===== src/rtl/mm_move_pkg.sv =====
package mm_move_pkg;

  localparam logic [7:0] OPC_IMM_DIR = 8'h6E;
  localparam logic [7:0] OPC_DIR_DIR = 8'h4E;
  localparam logic [7:0] OPC_IDX_DIR = 8'h7E;
  localparam logic [7:0] OPC_DIR_IDX = 8'h5E;

  // access step within one move, in issue order
  typedef enum logic [1:0] {
    STEP_OPA = 2'd0,
    STEP_OPB = 2'd1,
    STEP_SRC = 2'd2,
    STEP_WR  = 2'd3
  } step_e;

  typedef enum logic [1:0] {
    CST_IDLE = 2'd0,
    CST_REQ  = 2'd1,
    CST_RSP  = 2'd2
  } cst_e;

  // what a given opcode needs
  typedef struct packed {
    logic valid;      // one of the four moves
    logic two_ops;    // two operand bytes follow the opcode
    logic src_read;   // source byte comes from memory, not the operand
    logic src_idx;    // source address is H:X
    logic dst_idx;    // destination address is H:X
    logic hx_update;  // H:X post-increment written back
  } mv_plan_t;

endpackage


===== src/rtl/mm_move_decode.sv =====
module mm_move_decode
  import mm_move_pkg::*;
(
  input  logic [7:0] opcode,
  output mv_plan_t   plan
);

  always_comb begin
    plan = '0;
    unique case (opcode)
      OPC_IMM_DIR: plan = '{valid: 1'b1, two_ops: 1'b1, src_read: 1'b0,
                            src_idx: 1'b0, dst_idx: 1'b0, hx_update: 1'b0};
      OPC_DIR_DIR: plan = '{valid: 1'b1, two_ops: 1'b1, src_read: 1'b1,
                            src_idx: 1'b0, dst_idx: 1'b0, hx_update: 1'b0};
      OPC_IDX_DIR: plan = '{valid: 1'b1, two_ops: 1'b0, src_read: 1'b1,
                            src_idx: 1'b1, dst_idx: 1'b0, hx_update: 1'b1};
      OPC_DIR_IDX: plan = '{valid: 1'b1, two_ops: 1'b0, src_read: 1'b1,
                            src_idx: 1'b0, dst_idx: 1'b1, hx_update: 1'b1};
      default:     plan = '0;
    endcase
  end

endmodule


===== src/rtl/mm_move_addr.sv =====
module mm_move_addr
  import mm_move_pkg::*;
#(
  parameter int AW = 16,
  parameter int DW = 8
) (
  input  step_e          step,
  input  mv_plan_t       plan,
  input  logic [AW-1:0]  base,
  input  logic [AW-1:0]  hx,
  input  logic [DW-1:0]  opa,
  input  logic [DW-1:0]  opb,
  output logic [AW-1:0]  addr,
  output logic           is_write
);

  logic [AW-1:0] zx_opa;
  logic [AW-1:0] zx_opb;

  // page-zero operands: high address bits forced to zero
  generate
    if (AW > DW) begin : g_zext
      assign zx_opa = {{(AW-DW){1'b0}}, opa};
      assign zx_opb = {{(AW-DW){1'b0}}, opb};
    end else begin : g_trunc
      assign zx_opa = opa[AW-1:0];
      assign zx_opb = opb[AW-1:0];
    end
  endgenerate

  always_comb begin
    is_write = 1'b0;
    unique case (step)
      STEP_OPA: addr = base;
      STEP_OPB: addr = base + AW'(1);
      STEP_SRC: addr = plan.src_idx ? hx : zx_opa;
      default: begin
        is_write = 1'b1;
        if (plan.dst_idx)      addr = hx;
        else if (plan.two_ops) addr = zx_opb;
        else                   addr = zx_opa;
      end
    endcase
  end

endmodule


===== src/rtl/mm_move_ctrl.sv =====
module mm_move_ctrl
  import mm_move_pkg::*;
(
  input  logic     clk,
  input  logic     rst_n,
  input  logic     start,
  input  mv_plan_t plan_new,
  input  mv_plan_t plan_q,
  input  logic     req_ready,
  input  logic     rsp_valid,
  output logic     req_valid,
  output step_e    step,
  output logic     accept,
  output logic     cap,
  output logic     wr_fire,
  output logic     done,
  output logic     err
);

  cst_e  st;
  step_e nxt_step;

  always_comb begin
    unique case (step)
      STEP_OPA: nxt_step = plan_q.two_ops  ? STEP_OPB :
                           (plan_q.src_read ? STEP_SRC : STEP_WR);
      STEP_OPB: nxt_step = plan_q.src_read ? STEP_SRC : STEP_WR;
      default:  nxt_step = STEP_WR;
    endcase
  end

  assign req_valid = (st == CST_REQ);
  assign accept    = (st == CST_IDLE) && start && plan_new.valid;
  assign cap       = (st == CST_RSP) && rsp_valid;
  assign wr_fire   = (st == CST_REQ) && req_ready && (step == STEP_WR);

  always_ff @(posedge clk) begin
    if (!rst_n) begin
      st   <= CST_IDLE;
      step <= STEP_OPA;
      done <= 1'b0;
      err  <= 1'b0;
    end else begin
      done <= 1'b0;
      err  <= 1'b0;
      unique case (st)
        CST_IDLE: begin
          if (start) begin
            if (plan_new.valid) begin
              st   <= CST_REQ;
              step <= STEP_OPA;
            end else begin
              err <= 1'b1;
            end
          end
        end
        CST_REQ: begin
          if (req_ready) begin
            if (step == STEP_WR) begin
              st   <= CST_IDLE;
              done <= 1'b1;
            end else begin
              st <= CST_RSP;
            end
          end
        end
        default: begin
          if (rsp_valid) begin
            st   <= CST_REQ;
            step <= nxt_step;
          end
        end
      endcase
    end
  end

endmodule


===== src/rtl/mm_move_seq.sv =====
module mm_move_seq
  import mm_move_pkg::*;
#(
  parameter int AW = 16,
  parameter int DW = 8
) (
  input  logic          clk,
  input  logic          rst_n,
  input  logic          start,
  input  logic [7:0]    opcode,
  input  logic [AW-1:0] oper_addr,
  input  logic [AW-1:0] hx_in,
  output logic          req_valid,
  input  logic          req_ready,
  output logic [AW-1:0] req_addr,
  output logic          req_we,
  output logic [DW-1:0] req_wdata,
  input  logic          rsp_valid,
  input  logic [DW-1:0] rsp_rdata,
  output logic [AW-1:0] hx_out,
  output logic          hx_we,
  output logic          done,
  output logic          err
);

  mv_plan_t      plan_new;
  mv_plan_t      plan_q;
  step_e         step;
  logic          accept;
  logic          cap;
  logic          wr_fire;
  logic [AW-1:0] base_q;
  logic [AW-1:0] hx_q;
  logic [DW-1:0] opa_q;
  logic [DW-1:0] opb_q;
  logic [DW-1:0] data_q;
  logic [AW-1:0] hx_out_q;
  logic          hx_we_q;

  mm_move_decode u_dec (
    .opcode (opcode),
    .plan   (plan_new)
  );

  mm_move_ctrl u_ctrl (
    .clk       (clk),
    .rst_n     (rst_n),
    .start     (start),
    .plan_new  (plan_new),
    .plan_q    (plan_q),
    .req_ready (req_ready),
    .rsp_valid (rsp_valid),
    .req_valid (req_valid),
    .step      (step),
    .accept    (accept),
    .cap       (cap),
    .wr_fire   (wr_fire),
    .done      (done),
    .err       (err)
  );

  mm_move_addr #(.AW(AW), .DW(DW)) u_addr (
    .step     (step),
    .plan     (plan_q),
    .base     (base_q),
    .hx       (hx_q),
    .opa      (opa_q),
    .opb      (opb_q),
    .addr     (req_addr),
    .is_write (req_we)
  );

  // move context, captured when a move is taken
  always_ff @(posedge clk) begin
    if (!rst_n) begin
      plan_q <= '0;
      base_q <= '0;
      hx_q   <= '0;
    end else if (accept) begin
      plan_q <= plan_new;
      base_q <= oper_addr;
      hx_q   <= hx_in;
    end
  end

  // operand and data capture from read responses
  always_ff @(posedge clk) begin
    if (!rst_n) begin
      opa_q  <= '0;
      opb_q  <= '0;
      data_q <= '0;
    end else if (cap) begin
      unique case (step)
        STEP_OPA: begin
          opa_q <= rsp_rdata;
          if (!plan_q.src_read) data_q <= rsp_rdata;
        end
        STEP_OPB: opb_q  <= rsp_rdata;
        default:  data_q <= rsp_rdata;
      endcase
    end
  end

  // H:X post-increment writeback, aligned with done
  always_ff @(posedge clk) begin
    if (!rst_n) begin
      hx_out_q <= '0;
      hx_we_q  <= 1'b0;
    end else begin
      hx_we_q <= 1'b0;
      if (wr_fire && plan_q.hx_update) begin
        hx_out_q <= hx_q + AW'(1);
        hx_we_q  <= 1'b1;
      end
    end
  end

  assign req_wdata = data_q;
  assign hx_out    = hx_out_q;
  assign hx_we     = hx_we_q;

endmodule


===== config.mk =====
export PLATFORM = sky130hd
export DESIGN_NAME = mm_move_seq
export DESIGN_NICKNAME = d
export VERILOG_FILES = /design/src/rtl/mm_move_pkg.sv /design/src/rtl/mm_move_decode.sv /design/src/rtl/mm_move_addr.sv /design/src/rtl/mm_move_ctrl.sv /design/src/rtl/mm_move_seq.sv
export SDC_FILE = /design/constraint.sdc
export NUM_CORES = 1
export LEC_CHECK = 0
export BUFFER_PORTS_ARGS = -buffer_cell sky130_fd_sc_hd__buf_2
export CAP_MARGIN = 20
export CORE_MARGIN = 5
export CORE_UTILIZATION = 30
export DETAILED_ROUTE_END_ITERATION = 10
export PLACE_DENSITY = 0.59
export SETUP_SLACK_MARGIN = 0.5
export SLEW_MARGIN = 20
export SYNTH_ARGS = -nofsm -noshare
export SYNTH_HDL_FRONTEND = slang
export SYNTH_SLANG_ARGS = --single-unit

===== constraint.sdc =====
create_clock -name clk -period 1.8 [get_ports clk]
set_input_delay 0.27 -clock clk [delete_from_list [all_inputs] [get_ports clk]]
set_output_delay 0.27 -clock clk [all_outputs]
set_load 0.05 [all_outputs]

== After elaboration in Yosys (flattened, before gate mapping) ==
Index checks and enable logic that the tools add are counted.
Word-level totals
  word-level logic and storage cells: 75
  output and inout port bits: 45
  register bits after elaboration: 84
  input bits: 53
Cells by class
  add/sub/neg operators: 2
  equality and inequality tests: 13
  bitwise logic cells: 2
  mux-type cells: 24
  reduce and logical (&&, ||, !) cells: 18
Operator list (number)
  $pmux W16 S3: 1
  $add A16 B1 Y16 const B: 2
  $eq A8 B7 Y1 const B: 4
  $mux W16: 2
  $pmux W6 S4: 1
  $mux W2: 9
  $mux W8: 2
  $pmux W8 S2: 1
  $pmux W2 S2: 3
  $reduce_and A3 Y1: 3
  $reduce_and A4 Y1: 2
  $eq A2 B2 Y1 const B: 3
  $logic_and A1 B1 Y1: 6
  $ne A2 B2 Y1 const B: 3
  $mux W1: 5
  $eq A2 B1 Y1 const B: 2
  $logic_not A2 Y1: 2
  $reduce_and A2 Y1: 2
  $reduce_bool A3 Y1: 1
  $reduce_or A3 Y1: 1
  $ne A2 B1 Y1 const B: 1
  $not A1 Y1: 2
  $reduce_bool A2 Y1: 1

== Depth between registers and ports, before layout ==
  depth after elaboration: 5
  gate-level depth with buffers: 8
  mapped depth without buffers: 5

== Hierarchy ==
From an unflattened synthesis, not the netlist that was laid out.
Second synthesis, totals
  cell total of the unflattened synthesis: 462
  area total of the unflattened synthesis: 4209.0 µm²
By module, submodules not included
  mm_move_seq: cells each 298, area each 3027.9 µm², instances 1, sequential area each 1581.5 µm²
  mm_move_addr: cells each 123, area each 823.3 µm², instances 1, sequential area each 0.0 µm²
  mm_move_ctrl: cells each 31, area each 276.5 µm², instances 1, sequential area each 120.1 µm²
  mm_move_decode: cells each 10, area each 81.3 µm², instances 1, sequential area each 0.0 µm²

== Least setup slack after synthesis ==
Ideal clock, no wire load.
  kind: register to output
  start: reg u_ctrl.step[0]
  end: out req_addr[12]
  buffers on the path: 2
  required time: 1530 ps
  stages on the path, launching flop included: 7
  slack: -638 ps
  data arrival time: 2168 ps
  cell sequence: dfxtp_1 buf_4 buf_2 nand3_1 nor4_1 xnor2_1 o21ai_0
Between the ends
  longest elaborated chain between the ends: 2
  elaborated cells between the ends (all ways): 4
  classes of those cells: eq/ne: 2; mux: 1; reduce/logical: 1
RTL lines
  start, declared: line mm_move_ctrl.sv:12  | output step_e step,
  start signal, assigned: line mm_move_ctrl.sv:70  | step <= nxt_step;
  $eq A2 B2 Y1, or another cell as far along: line mm_move_addr.sv:33  | unique case (step)
  $pmux W16 S3 (*): line mm_move_addr.sv:33
  end, declared: line mm_move_seq.sv:15  | output logic [AW-1:0] req_addr,
Mark *: on every way between the ends. The rest lies on a longest branch, timed or not.

== Final worst setup path ==
  start: reg u_ctrl.step[0]
  end: out req_addr[15]
The elaborated chain is that of the path after synthesis.

==> results.md <==
- Mapped cell area: 0.003996 mm²
- Iteration-0 DRC Markers: 184
- Hold-fix buffers, CTS: 0
- Slew Limit Fails: 0
- Post-synthesis cell type count: 46
- Vias in the first global route: about 4300
- Initial antenna violation count: 0
- GPL Wtd Cong: 0.8247
- Global-route wire length before repair: 23140 µm
- Cell mode on critical path: buf_6
- F_max: 497.5 MHz
- Fin. Hold Viols: 0
- Yosys warns: 0
- Leak: 0.002831 µW
- Avg Inst Size Synth: roughly 8.2 µm²
- EDFF count, synth: 0
- DRC viols: 0
- Area grow syn2layout: 84.28%
- Syn_nets: 541
- Area of the core: about 0.013 mm²
- I/O Buffers: 97
- Post-Route WL: about 15000 µm
- Arrival time worst endpoint: 1740 ps
- Largest net degree at the start of global routing: 63
- Max VDD drop: 0.3808 mV
- Layout Utilization: 0.5606
- Pre-CTS WS: -73.98 ps
- Worst setup margin: -210.1 ps
- Nets: between 700 and 800
- DRT Pass-1 Iters: 4
- Crit path max fanout: 5
- Clock tree sinks: 84
- Std cell rows: 42
- CTS Buffer Depth: 2
- Vias: 4149
- Critical-path cell list: nand4_1 > buf_6 > nor4_4 > xnor2_2 > o21ai_4 > buf_6
- Unrepaired setup endpoints after global routing: yes
- Htree depth: 3
- Endpoint type of the worst setup path: output port
- Die height: 125.4 µm
- Power per cell area: 572.2 mW/mm²
- Cells after synthesis: 486
- Vias per cell: ~5.0
- Status: finished with violations
- Crit-path slowest cell: dfxtp_4
- Per-cell routed wire length: around 18 µm
- Bufs and invs on worst path: 2
- GRT Overall Usage: 0.1847
- Fraction of registers with async set or reset after synthesis: 0
- Combinational power share: 0.048
- Die area: 0.01573 mm²
- Clock Tree Root: clkbuf_16
- Worst skew pair latency: 350 ps
- Inserted Diodes: 0
- Num CTS Buffers: 9
- Crit path required time: 1530 ps
- Final worst path period need: 2010 ps
- Final period util: 1.117
- Grt total ovfl: 0
- Max incr delay on CP: 390 ps
- Seq/Total Area, Yosys: 0.4208
- Fin Clk Skew: 8.078 ps
- Die W: ~130 µm
- Net Switching: 879.9 µW
- ANT nets after route: 0
- Max-cap viol count: 0
- Seq cells post-synth: 84
- Failing checks: negative setup slack
- Final setup fails: 16
- Clock transition at path regs: approximately 70 ps
- Switching Share: 0.2088
- Class of the worst hold path: in -> reg
- CP top delay family: flip-flops
- WS Path Type: reg -> out
- Share of post-route cells with drive strength above 1: 0.6034
- CTS tree: yes
- DP Wirelength: slightly below 9000 µm
- Initial Util: 0.3042
- Relative slew slack: 0.7489
- Setup crit start kind: flip-flop
- Sequential Power Share: 0.440
- Clock power frac: 0.511
- IO Count: 98
- Internal power: 3334 µW
- Most used DFF post-synth: dfxtp_1
- Least-Margin Pin Slew: around 380 ps
[sequential cells by signal, summed over array words and instances (netlist names)]
name	count
u_ctrl.err	1
u_ctrl.done	1
hx_out	16
hx_we	1
plan_q	5
base_q	16
opb_q	8
u_ctrl.st	2
u_ctrl.step	2
hx_q	16
opa_q	8
req_wdata	8
[cells in the mapped netlist, types with 7 or more instances]
| library cell | instances | area (µm²) |
|---|---|---|
| o21ai_0 | 27 | 135.1 |
| nand4_1 | 9 | 56.30 |
| nand2_1 | 88 | 330.3 |
| nand3_1 | 12 | 60.06 |
| inv_1 | 11 | 41.29 |
| buf_2 | 10 | 50.05 |
| nor3_1 | 14 | 70.07 |
| nor2_1 | 41 | 153.9 |
| a21oi_1 | 51 | 255.2 |
| mux2i_1 | 34 | 340.3 |
| nor4_1 | 7 | 43.79 |
| dfxtp_1 | 84 | 1682 |
| xnor2_1 | 23 | 201.4 |
| clkbuf_1 | 14 | 52.55 |
[power groups by stage]
stage                     logic [µW]  clock network, µW  registers (µW)
after floorplan                 55.8                  0            1910
after global placement           147                  0            1910
after detailed placement         149                  0            1910
after CTS                        185               2180            1860
after global routing             218               2250            1860
final                            203               2160            1860
[final cells by class]
class	instances	area, µm²
Clock inverter	4	97.59
Timing Repair Buffer	184	1805
Multi-Input combinational cell	357	3216
Fill cell	1128	5773
Sequential cell	84	1730
Clock buffer	12	246.5
Inverter	12	48.80
Tap cell	176	220.2
[final timing paths]
kind | from | end | slack [ps] | cells after the start
setup reg to reg | u_ctrl.step[0] | hx_out[1] | 50 | 9
hold / removal | oper_addr[2] | base_q[2] | 160 | 3
hold reg to reg | base_q[14] | base_q[14] | 490 | 2
setup / recovery | u_ctrl.step[0] | req_addr[15] | -210 | 6
[metal layers]
metal,global-route usage,part of all wire
met3,0.04136,0.040
met4,0.07143,0.029
met2,0.3186,0.51
met5,0,0
met1,0.2240,0.42
[worst register-to-register path, cell delays in order, from the launching register on]
cell        delay, ps
dfxtp_4           390
buf_12            130
buf_4             100
buf_6             120
nand2_4            70
clkinvlp_4        100
and4_4            320
buf_6             150
mux2i_1           200
nor2_1             60
[layout by cell type (no fill, tap or decap), types with 5 or more instances in the layout]
master / synthesis / routed
dfxtp_2: 0 / 9
dfxtp_1: 84 / 65
o211ai_1: 5 / 5
dfxtp_4: 0 / 10
buf_12: 0 / 16
nand4_1: 9 / 9
clkbuf_16: 0 / 9
nand2_4: 0 / 34
nand2_2: 1 / 15
a21oi_2: 0 / 45
nor2_1: 41 / 34
inv_1: 11 / 10
o21ai_4: 0 / 13
o21ai_1: 0 / 11
nand2_1: 88 / 40
buf_8: 0 / 7
nand3_1: 12 / 8
a21oi_1: 51 / 6
nor2_2: 0 / 5
buf_6: 1 / 29
buf_16: 0 / 13
buf_2: 10 / 79
nor3_1: 14 / 6
mux2i_1: 34 / 31
xnor2_2: 0 / 7
xnor2_1: 23 / 16
buf_4: 3 / 40
mux2_4: 0 / 5
[timing repair]
action | CTS | global route
pin swaps | 59 | 49
setup buffers | 32 | 11
setup endpoints to repair | 96 | 99
resized for setup | 178 | 122
gates cloned | 13 | 0
[metrics by stage]
step / power, µW / setup TNS [ps] / cell area (µm²) / instances / hold slack [ps]
after global placement: 2056 / -56.22 / 5146 / 757 / 459.8
after detailed placement: 2058 / -173.1 / 5146 / 757 / 465.8
after CTS: 4232 / -2606 / 6829 / 818 / 147.1
after floorplan: 1969 / 0 / 4345 / 486 / 395.9
final: 4214 / -2590 / 7365 / 829 / 160.2
after global routing: 4323 / -3537 / 7365 / 829 / 152.0
[cells by family (layout without fill, tap and decap cells)]
logic type,after synthesis,after routing,share of synthesized area
fa+ha+maj,2,2,0.006261
flops,84,84,0.4208
xor+xnor,27,27,0.05917
simple gates,188,188,0.2160
mux,40,40,0.1049
buf+inv,45,212,0.05103
compound gates,100,100,0.1418
(Power assumes the default switching activity.)
